===== config.mk =====
export PLATFORM = sky130hd
export DESIGN_NAME = tapwalk_ctrl
export DESIGN_NICKNAME = d
export VERILOG_FILES = /design/src/rtl/tapwalk_pkg.sv /design/src/rtl/tapwalk_handshake.sv /design/src/rtl/tapwalk_remain.sv /design/src/rtl/tapwalk_tap.sv /design/src/rtl/tapwalk_ctrl.sv
export SDC_FILE = /design/constraint.sdc
export NUM_CORES = 1
export LEC_CHECK = 0
export ABC_CLOCK_PERIOD_IN_PS = 8300
export CORE_AREA = 2 2 60 62
export DETAILED_ROUTE_END_ITERATION = 6
export DIE_AREA = 0 0 62 64
export PLACE_DENSITY = 0.81
export SYNTH_ARGS = -nofsm -noshare
export SYNTH_HDL_FRONTEND = slang
export SYNTH_HIERARCHICAL = 1
export SYNTH_SLANG_ARGS = --single-unit

===== constraint.sdc =====
create_clock -name clk -period 8.3 [get_ports clk]
set_clock_uncertainty 0.2 [all_clocks]
set_input_delay 2.075 -clock clk [delete_from_list [all_inputs] [get_ports clk]]
set_output_delay 2.075 -clock clk [all_outputs]
set_load 0.05 [all_outputs]

===== src/rtl/tapwalk_pkg.sv =====
package tapwalk_pkg;
  typedef enum logic [0:0] {
    WALK_IDLE = 1'b0,
    WALK_RUN  = 1'b1
  } walk_state_e;
endpackage


===== src/rtl/tapwalk_handshake.sv =====
module tapwalk_handshake
  import tapwalk_pkg::*;
(
  input  logic clk,
  input  logic rst,
  input  logic strobe,
  input  logic fin,
  output logic accept,
  output logic busy,
  output logic done
);
  walk_state_e state;

  assign busy   = (state == WALK_RUN);
  assign accept = strobe && (state == WALK_IDLE);

  always_ff @(posedge clk) begin
    if (rst) begin
      state <= WALK_IDLE;
      done  <= 1'b1;
    end else begin
      unique case (state)
        WALK_IDLE: if (strobe) begin
          state <= WALK_RUN;
          done  <= 1'b0;
        end
        WALK_RUN: if (fin) begin
          state <= WALK_IDLE;
          done  <= 1'b1;
        end
        default: state <= WALK_IDLE;
      endcase
    end
  end


  accept_start_chk: assert property (@(posedge clk) disable iff (rst)
    (strobe && !busy) |=> (busy && !done));

  done_hold_chk: assert property (@(posedge clk) disable iff (rst)
    (done && !strobe) |=> done);

  busy_ignore_chk: assert property (@(posedge clk) disable iff (rst)
    (busy && !fin) |=> busy);

  done_busy_excl_chk: assert property (@(posedge clk) disable iff (rst)
    !(done && busy));
endmodule


===== src/rtl/tapwalk_remain.sv =====
module tapwalk_remain #(
  parameter int STEP_W = 16
) (
  input  logic              clk,
  input  logic              rst,
  input  logic              load,
  input  logic [STEP_W-1:0] load_val,
  input  logic              dec,
  output logic              rem_zero
);
  logic [STEP_W-1:0] rem;

  function automatic logic [STEP_W-1:0] rem_next(input logic [STEP_W-1:0] r);
    return r - STEP_W'(1);
  endfunction

  always_ff @(posedge clk) begin
    if (rst)       rem <= '0;
    else if (load) rem <= load_val;
    else if (dec)  rem <= rem_next(rem);
  end

  assign rem_zero = (rem == '0);


  no_underflow_chk: assert property (@(posedge clk) disable iff (rst)
    dec |-> !rem_zero);

  rem_count_chk: assert property (@(posedge clk) disable iff (rst)
    (dec && !load) |=> (rem == $past(rem) - STEP_W'(1)));

  rem_idle_chk: assert property (@(posedge clk) disable iff (rst)
    (!dec && !load) |=> $stable(rem));
endmodule


===== src/rtl/tapwalk_tap.sv =====
module tapwalk_tap #(
  parameter int TAP_W   = 9,
  parameter int TAP_MAX = 511
) (
  input  logic             clk,
  input  logic             rst,
  input  logic             step_en,
  input  logic             step_up,
  output logic [TAP_W-1:0] tap,
  output logic             at_lim
);
  localparam logic [TAP_W-1:0] TOP_TAP = TAP_W'(TAP_MAX);

  logic at_top;
  logic at_bot;

  generate
    if (TAP_MAX == (1 << TAP_W) - 1) begin : g_full_range
      assign at_top = &tap;
    end else begin : g_part_range
      assign at_top = (tap == TOP_TAP);
    end
  endgenerate

  assign at_bot = (tap == '0);
  assign at_lim = step_up ? at_top : at_bot;

  function automatic logic [TAP_W-1:0] tap_after(input logic [TAP_W-1:0] t,
                                                  input logic up);
    return up ? t + TAP_W'(1) : t - TAP_W'(1);
  endfunction

  always_ff @(posedge clk) begin
    if (rst)          tap <= '0;
    else if (step_en) tap <= tap_after(tap, step_up);
  end


  upper_sat_chk: assert property (@(posedge clk) disable iff (rst)
    (step_en && step_up) |-> (tap != TOP_TAP));

  lower_sat_chk: assert property (@(posedge clk) disable iff (rst)
    (step_en && !step_up) |-> (tap != '0));

  tap_up_chk: assert property (@(posedge clk) disable iff (rst)
    (step_en && step_up) |=> (tap == $past(tap) + TAP_W'(1)));

  tap_down_chk: assert property (@(posedge clk) disable iff (rst)
    (step_en && !step_up) |=> (tap == $past(tap) - TAP_W'(1)));

  tap_hold_chk: assert property (@(posedge clk) disable iff (rst)
    !step_en |=> $stable(tap));
endmodule


===== src/rtl/tapwalk_ctrl.sv =====
module tapwalk_ctrl #(
  parameter int STEP_W  = 16,
  parameter int TAP_W   = 9,
  parameter int TAP_MAX = 511
) (
  input  logic              clk,
  input  logic              rst,
  input  logic              strobe_i,
  input  logic [STEP_W-1:0] steps_i,
  input  logic              dir_up_i,
  output logic              step_en_o,
  output logic              step_up_o,
  output logic [TAP_W-1:0]  tap_o,
  output logic              busy_o,
  output logic              done_o
);
  logic accept;
  logic busy;
  logic done;
  logic fin;
  logic rem_zero;
  logic at_lim;
  logic dir_q;
  logic step_fire;

  always_ff @(posedge clk) begin
    if (rst)         dir_q <= 1'b1;
    else if (accept) dir_q <= dir_up_i;
  end

  assign fin       = busy && (rem_zero || at_lim);
  assign step_fire = busy && !fin;

  tapwalk_handshake u_hs (
    .clk    (clk),
    .rst    (rst),
    .strobe (strobe_i),
    .fin    (fin),
    .accept (accept),
    .busy   (busy),
    .done   (done)
  );

  tapwalk_remain #(.STEP_W(STEP_W)) u_rem (
    .clk      (clk),
    .rst      (rst),
    .load     (accept),
    .load_val (steps_i),
    .dec      (step_fire),
    .rem_zero (rem_zero)
  );

  tapwalk_tap #(.TAP_W(TAP_W), .TAP_MAX(TAP_MAX)) u_tap (
    .clk     (clk),
    .rst     (rst),
    .step_en (step_fire),
    .step_up (dir_q),
    .tap     (tap_o),
    .at_lim  (at_lim)
  );

  assign step_en_o = step_fire;
  assign step_up_o = dir_q;
  assign busy_o    = busy;
  assign done_o    = done;


  dir_stable_chk: assert property (@(posedge clk) disable iff (rst)
    busy |=> $stable(dir_q) || !busy_o);

  step_busy_chk: assert property (@(posedge clk) disable iff (rst)
    step_en_o |-> busy_o);
endmodule


Yosys cells after proc, flatten, opt, wreduce, memory -nomap -nowiden
Index checks and enable logic that the tools add are counted.
{"block": "classes", "eq_ne": 2, "bitwise_logic": 1, "reduce_logical": 10, "mux": 10, "n_addsub": 3}
{"cell": "$mux W16", "n": 2}
{"cell": "$logic_not A16 Y1", "n": 1}
{"cell": "$sub A16 B1 Y16 const B", "n": 1}
{"cell": "$add A9 B1 Y9 const B", "n": 1}
{"cell": "$logic_not A9 Y1", "n": 1}
{"cell": "$mux W9", "n": 1}
{"cell": "$reduce_and A9 Y1", "n": 1}
{"cell": "$sub A9 B1 Y9 const B", "n": 1}
{"cell": "$mux W1", "n": 5}
{"cell": "$ne A2 B2 Y1 const B", "n": 2}
{"cell": "$pmux W1 S2", "n": 2}
{"cell": "$logic_and A1 B1 Y1", "n": 3}
{"cell": "$reduce_and A2 Y1", "n": 1}
{"cell": "$reduce_bool A2 Y1", "n": 1}
{"cell": "$logic_not A1 Y1", "n": 1}
{"cell": "$logic_or A1 B1 Y1", "n": 1}
{"cell": "$not A1 Y1", "n": 1}
{"block": "totals", "reg_bits": 28, "out_inout_bits": 13, "elab_cells": 31, "in_bits": 20}

Logic depth before layout (Yosys ltp)
Gate-level depths: netlist of run 1.
{"block": "logic_depth", "word_depth": 8, "ltp_mapped": 10, "depth_no_buf": 9}

By module
Netlist of run 1, hierarchy kept.
{"mod": "tapwalk_remain", "cells_per_inst": 99, "area_each_um2": 880.8, "instances": 1, "seq_area_each_um2": 320.3}
{"mod": "tapwalk_tap", "cells_per_inst": 95, "area_each_um2": 742.0, "instances": 1, "seq_area_each_um2": 180.2}
{"mod": "tapwalk_handshake", "cells_per_inst": 7, "area_each_um2": 70.1, "instances": 1, "seq_area_each_um2": 40.0}
{"mod": "tapwalk_ctrl", "cells_per_inst": 5, "area_each_um2": 50.0, "instances": 1, "seq_area_each_um2": 20.0}

Worst setup path after synthesis of run 1
No wires, ideal clock.
{"block": "synth_path", "path_type": "reg-to-output", "start": "register dir_q, in the netlist step_up_o", "end": "output step_en_o", "stages_incl_launch_ff": 6, "arrival_time_ns": 2.697, "path_buffers": 0, "setup_slack_ns": 3.328, "path_cell_list": "dfxtp_1 or4_1 nor3_1 a21oi_1 a21oi_1 nor3b_1"}
{"block": "synth_between", "elab_chain_len": 5}
{"element": "start, declared", "line": "tapwalk_ctrl.sv:23", "source": "logic dir_q;"}
{"element": "start signal, assigned", "line": "tapwalk_ctrl.sv:28", "source": "else if (accept) dir_q <= dir_up_i;"}
{"element": "$mux W1", "line": "tapwalk_tap.sv:26", "source": "assign at_lim = step_up ? at_top : at_bot;"}
{"element": "net at_lim", "line": "tapwalk_ctrl.sv:22", "source": "logic at_lim;"}
{"element": "$logic_or A1 B1 Y1", "line": "tapwalk_ctrl.sv:31", "source": "assign fin = busy && (rem_zero || at_lim);"}
{"element": "$logic_and A1 B1 Y1", "line": "tapwalk_ctrl.sv:31"}
{"element": "$logic_not A1 Y1", "line": "tapwalk_ctrl.sv:32", "source": "assign step_fire = busy && !fin;"}
{"element": "$logic_and A1 B1 Y1", "line": "tapwalk_ctrl.sv:32"}
{"element": "end, declared", "line": "tapwalk_ctrl.sv:11", "source": "output logic step_en_o,"}
The timed path passes the listed nets, and every way through them passes these cells.

Worst setup path in the final report of run 1
{"block": "layout_path", "start": "register u_rem.rem[5]", "end": "output step_en_o"}
{"block": "layout_between", "elab_chain_len": 5}
{"element": "start, declared", "line": "tapwalk_remain.sv:11", "source": "logic [STEP_W-1:0] rem;"}
{"element": "start signal, assigned", "line": "tapwalk_remain.sv:19", "source": "else if (load) rem <= load_val;"}
{"element": "start signal, assigned", "line": "tapwalk_remain.sv:20", "source": "else if (dec) rem <= rem_next(rem);"}
{"element": "$logic_not A16 Y1", "line": "tapwalk_remain.sv:23", "source": "assign rem_zero = (rem == '0);"}
{"element": "net rem_zero", "line": "tapwalk_ctrl.sv:21", "source": "logic rem_zero;"}
{"element": "$logic_or A1 B1 Y1", "line": "tapwalk_ctrl.sv:31"}
{"element": "$logic_and A1 B1 Y1", "line": "tapwalk_ctrl.sv:31"}
{"element": "$logic_not A1 Y1", "line": "tapwalk_ctrl.sv:32"}
{"element": "$logic_and A1 B1 Y1", "line": "tapwalk_ctrl.sv:32"}
The timed path passes the listed nets, and every way through them passes these cells.

==> flow_summary.toml, run 1 <==
[global_route]
track_usage_pct = 19.6
grt_start_max_net_pins = 33
grt_overflow = 0
grt_pass1_vias = 1389
grt_pass1_wl_um = 6090
antenna_found_initial = 0

[sta]
max-slew-margin-rel_pct = 54.3
finalSetupTns_ns = 0
max_freq_ghz = 0.196
worst-slew-pin-transition_ns = 0.685
worst_slack_ns = 3.21
hold_viol = 0
rsz0062_at_grt = "no"
min_period_ns = 5.09
slew_violations = 0
fin_crit_sh_pct = 61.4
setup-violations-final = 0

[clock_network]
cts_sinks = 28
htree_num_levels = 1
ctsRootBufferMaster = "clkbuf_4"
cts_resized = 0
clockBufferDepth = 2
numCtsBuffers = 3
hold_buffers = 0
cts_setup_buffers = 0
worstSkewPairLatency_ns = 0.32
cts_tree = "yes"
clkTransAtPathRegs_ns = 0.14

[routing]
drt-wirelength-per-cell_um = 12.8
drc = 0
dr.pass1.iters = 4
routed_wl_um = 3620
via_per_inst = 5.62
drt_iter0_markers = 120
dr_total_vias = 1590
ant_nets = 0

[floorplanning]
start_util_pct = 53.1
rows = 21
die_y_um = 64
dieArea_um2 = 3970
io_pins = 33
die_x_um = 62
core_area_um2 = 3280

[power]
internal-power_w = 0.000230
vdd_ir_drop_max_v = 0.0000838
power_frac_comb_pct = 36.1
p_leak_nw = 0.795
seqPwrFrac_pct = 45.5
clkPwrFrac_pct = 18.4
p_per_area_nw_per_um2 = 168
power.share.switching_pct = 36.0
p_switching_w = 0.000129

[worst_setup_path]
slowest_delay_ns = 0.71
startpoint = "u_rem/rem[5]"
critical_path.top_delay_family = "simple AND/OR/NAND/NOR gates"
required_ns = 6.03
endpoint_kind = "output port"
reg2reg_from = "u_rem/rem[5]"
critPathBufInv = 1
path_max_fanout = 11
critPathSlowestCell = "clkdlybuf4s50_1"
cp-start-kind = "register"
crit_arrival_ns = 2.82
setup.worst_path.class = "register to output port"
worstPathCellList = "or4_4 > or4b_1 > nor3_2 > nor3b_2 > clkdlybuf4s50_1"

[final_layout]
layout-drive-gt1-share_pct = 8.86
area_growth_pct = 22.8
n_antenna_cell = 0
fill_cells = 283
stdcell_count = 283
nets = 267

[synthesis]
yosysTopAreaCellShare_pct = 32.2
ys.warnings.count = 6
synth_common_cells = "dfxtp_1 (28), nor2_1 (22), nand2_1 (20), a21oi_1 (14)"
synth_top_family_by_area = "simple AND/OR/NAND/NOR gates"
yosys-top-cells-area = "dfxtp_1 (32%), ha_1 (5.7%), xnor2_1 (5.0%)"
synth_cells = 206
yosysSeqAreaShare_pct = 32.2
yosys.cell_types.count = 48
synth-simple-area-share_pct = 28.8
synth.most_common_cell = "dfxtp_1"
synth_ff_type = "dfxtp_1"
ys_ff_latch = 28
synth_compound_area_share_pct = 21.1
synthAdderAreaFrac_pct = 6.89
synthesis.nets = 235
async_reset_ff_share_pct = 0
synth_area_leader_cell = "dfxtp_1"
synth_edf_count = 0
synth_xor_area_share_pct = 6.03
muxShareOfSynthArea_pct = 1.22
syn_avg_cell_area_um2 = 8.46
syn-cell-area_um2 = 1740

[placement]
hpwl_um = 2660
dp_slack_ns = 3.59
post-place-cells = 279
portBuffers = 32
gp_congestion = 0.790

[outcome]
status = "finished clean"

[min_path]
hp-start = "u_rem/rem[12]"
worstHoldPathType = "register to register"

[run]
maxCapViolCount = 0
layout by cell type, fill, tap and decap left out, types with 4 or more instances in the layout:
master	n
nor2_1	22
nor2b_1	7
dfxtp_1	28
inv_1	6
or3_1	5
clkdlybuf4s50_1	32
xnor2_1	10
ha_1	8
a21oi_1	14
a211oi_1	10
nor3_1	8
o21ai_0	5
nor4_2	4
nand2_1	20
tightest hold or removal path, delay by kind of cell (launching register included):
kind | cells | cell delay, ns
DFF | 1 | 0.35
AOI/OAI and AO/OA | 2 | 0.15
cells by family (layout without fill, tap and decap cells):
family	Yosys count	after routing
xor gates and xnor gates	12	12
AOI/OAI and AO/OA	51	51
and+or+nand+nor	89	89
DFF	28	28
adders and majority gates	9	9
muxes	2	2
buffers and inverters	15	46
sequential cells by signal, indices dropped and copies added (netlist names):
name,count
u_tap/tap,9
u_hs/done,1
step_up_o,1
u_rem/rem,16
u_hs/busy,1
cell type report:
cell class	count	area, µm²	share of cell area, %
multi-input cells	163	1120	52.4
clock buffers	4	36.3	1.69
well taps	46	57.6	2.69
inverters	8	30.0	1.40
flip-flops and latches	28	561	26.2
repair buffers	34	335	15.7
power by group through the flow:
stage | Combinational, W | Clock, W | Sequential (W)
4_1_cts | 0.000130 | 0.0000690 | 0.000163
5_1_grt | 0.000141 | 0.0000763 | 0.000166
2_1_floorplan | 0.0000788 | 0 | 0.000181
6_report | 0.000130 | 0.0000662 | 0.000163
3_3_place_gp | 0.000127 | 0 | 0.000166
3_5_place_dp | 0.000129 | 0 | 0.000166
stage by stage:
step                total power [W]  util [%]  hold slack, ns  area, µm²
CTS                        0.000362      65.2           0.326       2140
floorplan                  0.000260         -           0.265       1740
detailed placement         0.000295      64.1           0.297       2100
global route               0.000384      65.2           0.369       2140
global placement           0.000293      64.1           0.291       2100
finish                     0.000359      65.2           0.326       2140
routing by layer:
| layer | part of all wire [%] | vias up | GRT usage (%) |
|---|---|---|---|
| met5 | 0 | - | 0 |
| met4 | 0.75 | 0 | 5.85 |
| met3 | 4.6 | 2 | 2.63 |
| met2 | 44 | 38 | 28.0 |
| met1 | 50 | 732 | 30.2 |
| li1 | - | 818 | - |
final timing paths:
kind                   end  slack (ns)  cells after the start
min          u_rem/rem[12]        0.33                      2
min reg2reg  u_rem/rem[12]        0.33                      2
max reg2reg  u_rem/rem[15]        5.19                      9
max              step_en_o        3.21                      5
Note: power is estimated with default switching activity, not from simulation.
==> inputs of run 2 (changes only) <==
ABC_CLOCK_PERIOD_IN_PS = 4600   (was 8300)
CORE_AREA = 2 2 64 66   (was 2 2 60 62)
DIE_AREA = 0 0 66 68   (was 0 0 62 64)
PLACE_DENSITY = 0.75   (was 0.81)
clock period = 4.6 ns   (was 8.3 ns; I/O delays follow)
==> flow_summary.toml, run 2 (synthesis results as in run 1) <==
[outcome]
status = "finished clean"

[sta]
max_freq_ghz = 0.244
min_period_ns = 4.11
max-slew-margin-rel_pct = 53.9
hold_viol = 0
rsz0062_at_grt = "no"
slew_violations = 0
fin_crit_sh_pct = 89.2
worst_slack_ns = 0.495
worst-slew-pin-transition_ns = 0.690
setup-violations-final = 0
finalSetupTns_ns = 0

[final_layout]
stdcell_count = 288
final_common_cell = "clkdlybuf4s50_1"
area_growth_pct = 25.6
final_cell_mix = "clkdlybuf4s50_1 (32), dfxtp_1 (28), nor2_1 (22)"
reg_top3 = "u_rem/rem: 16 flops, u_tap/tap: 9 flops"
largest_reg_flops = 16
n_antenna_cell = 0
nets = 268
layout-drive-gt1-share_pct = 9.24
regMostFlops = "u_rem/rem"

[floorplanning]
io_pins = 33
die_x_um = 66
rows = 23
die_y_um = 68
dieArea_um2 = 4490
core_area_um2 = 3860
start_util_pct = 45.2

[clock_network]
hold_buffers = 0
cts_resized = 0
numCtsBuffers = 3
clkTransAtPathRegs_ns = 0.10
ctsRootBufferMaster = "clkbuf_8"
cts_sinks = 28
cts_setup_buffers = 0
cts_tree = "yes"
htree_num_levels = 1
clockBufferDepth = 2
worstSkewPairLatency_ns = 0.27

[global_route]
met2_usage_pct = 28.4
busiest_layer = "met2"
gr-usage-met3_pct = 2.63
grt_pass1_wl_um = 6350
antenna_found_initial = 0
track_usage_pct = 18.1
grt_overflow = 0
grt_start_max_net_pins = 29
grtUsageMet1_pct = 26.0
grt_pass1_vias = 1383

[routing]
ant_nets = 0
drc = 0
dr.pass1.iters = 4
drt_iter0_markers = 54
via_per_inst = 5.53
drt-wirelength-per-cell_um = 13.1
routed_wl_um = 3770
dr_total_vias = 1594

[power]
p_leak_nw = 0.814
vdd_ir_drop_max_v = 0.000195
total_power_w = 0.000722
p_per_area_nw_per_um2 = 330

[worst_setup_path]
reg2reg_from = "u_rem/rem[5]"
cp-endpoint = "step_en_o"
r2r_end = "u_rem/rem[7]"
worstPathCellList = "or4_4 > or4b_1 > nor3_2 > nor3b_2 > clkdlybuf4s50_1"
crit_arrival_ns = 2.76
slowest_delay_ns = 0.71
path_max_fanout = 11
ff2ff_setup_slack_ns = 1.45
cp-start-kind = "register"
startpoint = "u_rem/rem[5]"
endpoint_kind = "output port"
setup.worst_path.class = "register to output port"
required_ns = 3.25
rr_worst_depth = 8
critPathSlowestCell = "clkdlybuf4s50_1"

[placement]
dp_slack_ns = 0.798
post-place-cells = 284
gp_congestion = 0.836
portBuffers = 32
hpwl_um = 2710

[run]
maxCapViolCount = 0

[min_path]
worstHoldPathType = "register to register"
run 2: cell count changes in the layout (fill, tap and decap cells not counted), sizes merged:
cell	previous run	this run
buf	2	3
clkbuf	4	3
bufinv	0	1
run 2: worst min path at each step:
| stage | to | depth (start not counted) | startpoint | slack, ns |
|---|---|---|---|---|
| detailed placement | u_hs/done | 2 | u_hs/done | 0.30 |
| global route | u_tap/tap[4] | 2 | u_tap/tap[4] | 0.34 |
| finish | u_hs/done | 2 | u_hs/done | 0.32 |
| CTS | u_rem/rem[12] | 2 | u_rem/rem[12] | 0.32 |
| floorplan | u_rem/rem[2] | 2 | u_rem/rem[2] | 0.26 |
| global placement | u_hs/done | 2 | u_hs/done | 0.29 |
run 2: per-stage QoR:
step | area (µm²) | util, % | hold WS, ns
2_1_floorplan | 1740 | - | 0.265
3_3_place_gp | 2120 | 54.9 | 0.289
3_5_place_dp | 2120 | 54.9 | 0.298
4_1_cts | 2190 | 56.7 | 0.315
5_1_grt | 2190 | 56.7 | 0.339
6_report | 2190 | 56.7 | 0.316
run 2: power breakdown:
group	switching (W)	internal, W
sequential	0.0000281	0.000267
clock	0.0000757	0.000116
combinational	0.000135	0.000100
total	0.000239	0.000483
run 2: metal layers:
| metal | up-vias | wire (µm) |
|---|---|---|
| met5 | - | 0 |
| met4 | 0 | 27 |
| met3 | 2 | 112 |
| met2 | 30 | 1730 |
| met1 | 737 | 1900 |
| li1 | 825 | - |
run 2: layout make-up:
| type | instances | area (µm²) |
|---|---|---|
| Clock buffer | 3 | 41.3 |
| Inverter | 8 | 30.0 |
| Timing Repair Buffer | 35 | 343 |
| Clock inverter | 1 | 30.0 |
| Fill cell | 380 | 1670 |
| Tap cell | 50 | 62.6 |
| Multi-Input combinational cell | 163 | 1120 |
| Sequential cell | 28 | 561 |
run 2: critical path, delay by kind of cell (launching register included):
kind | cells | cell delay, ns
buffers and inverters | 1 | 0.71
DFF | 1 | 0.35
and+or+nand+nor | 4 | 1.43
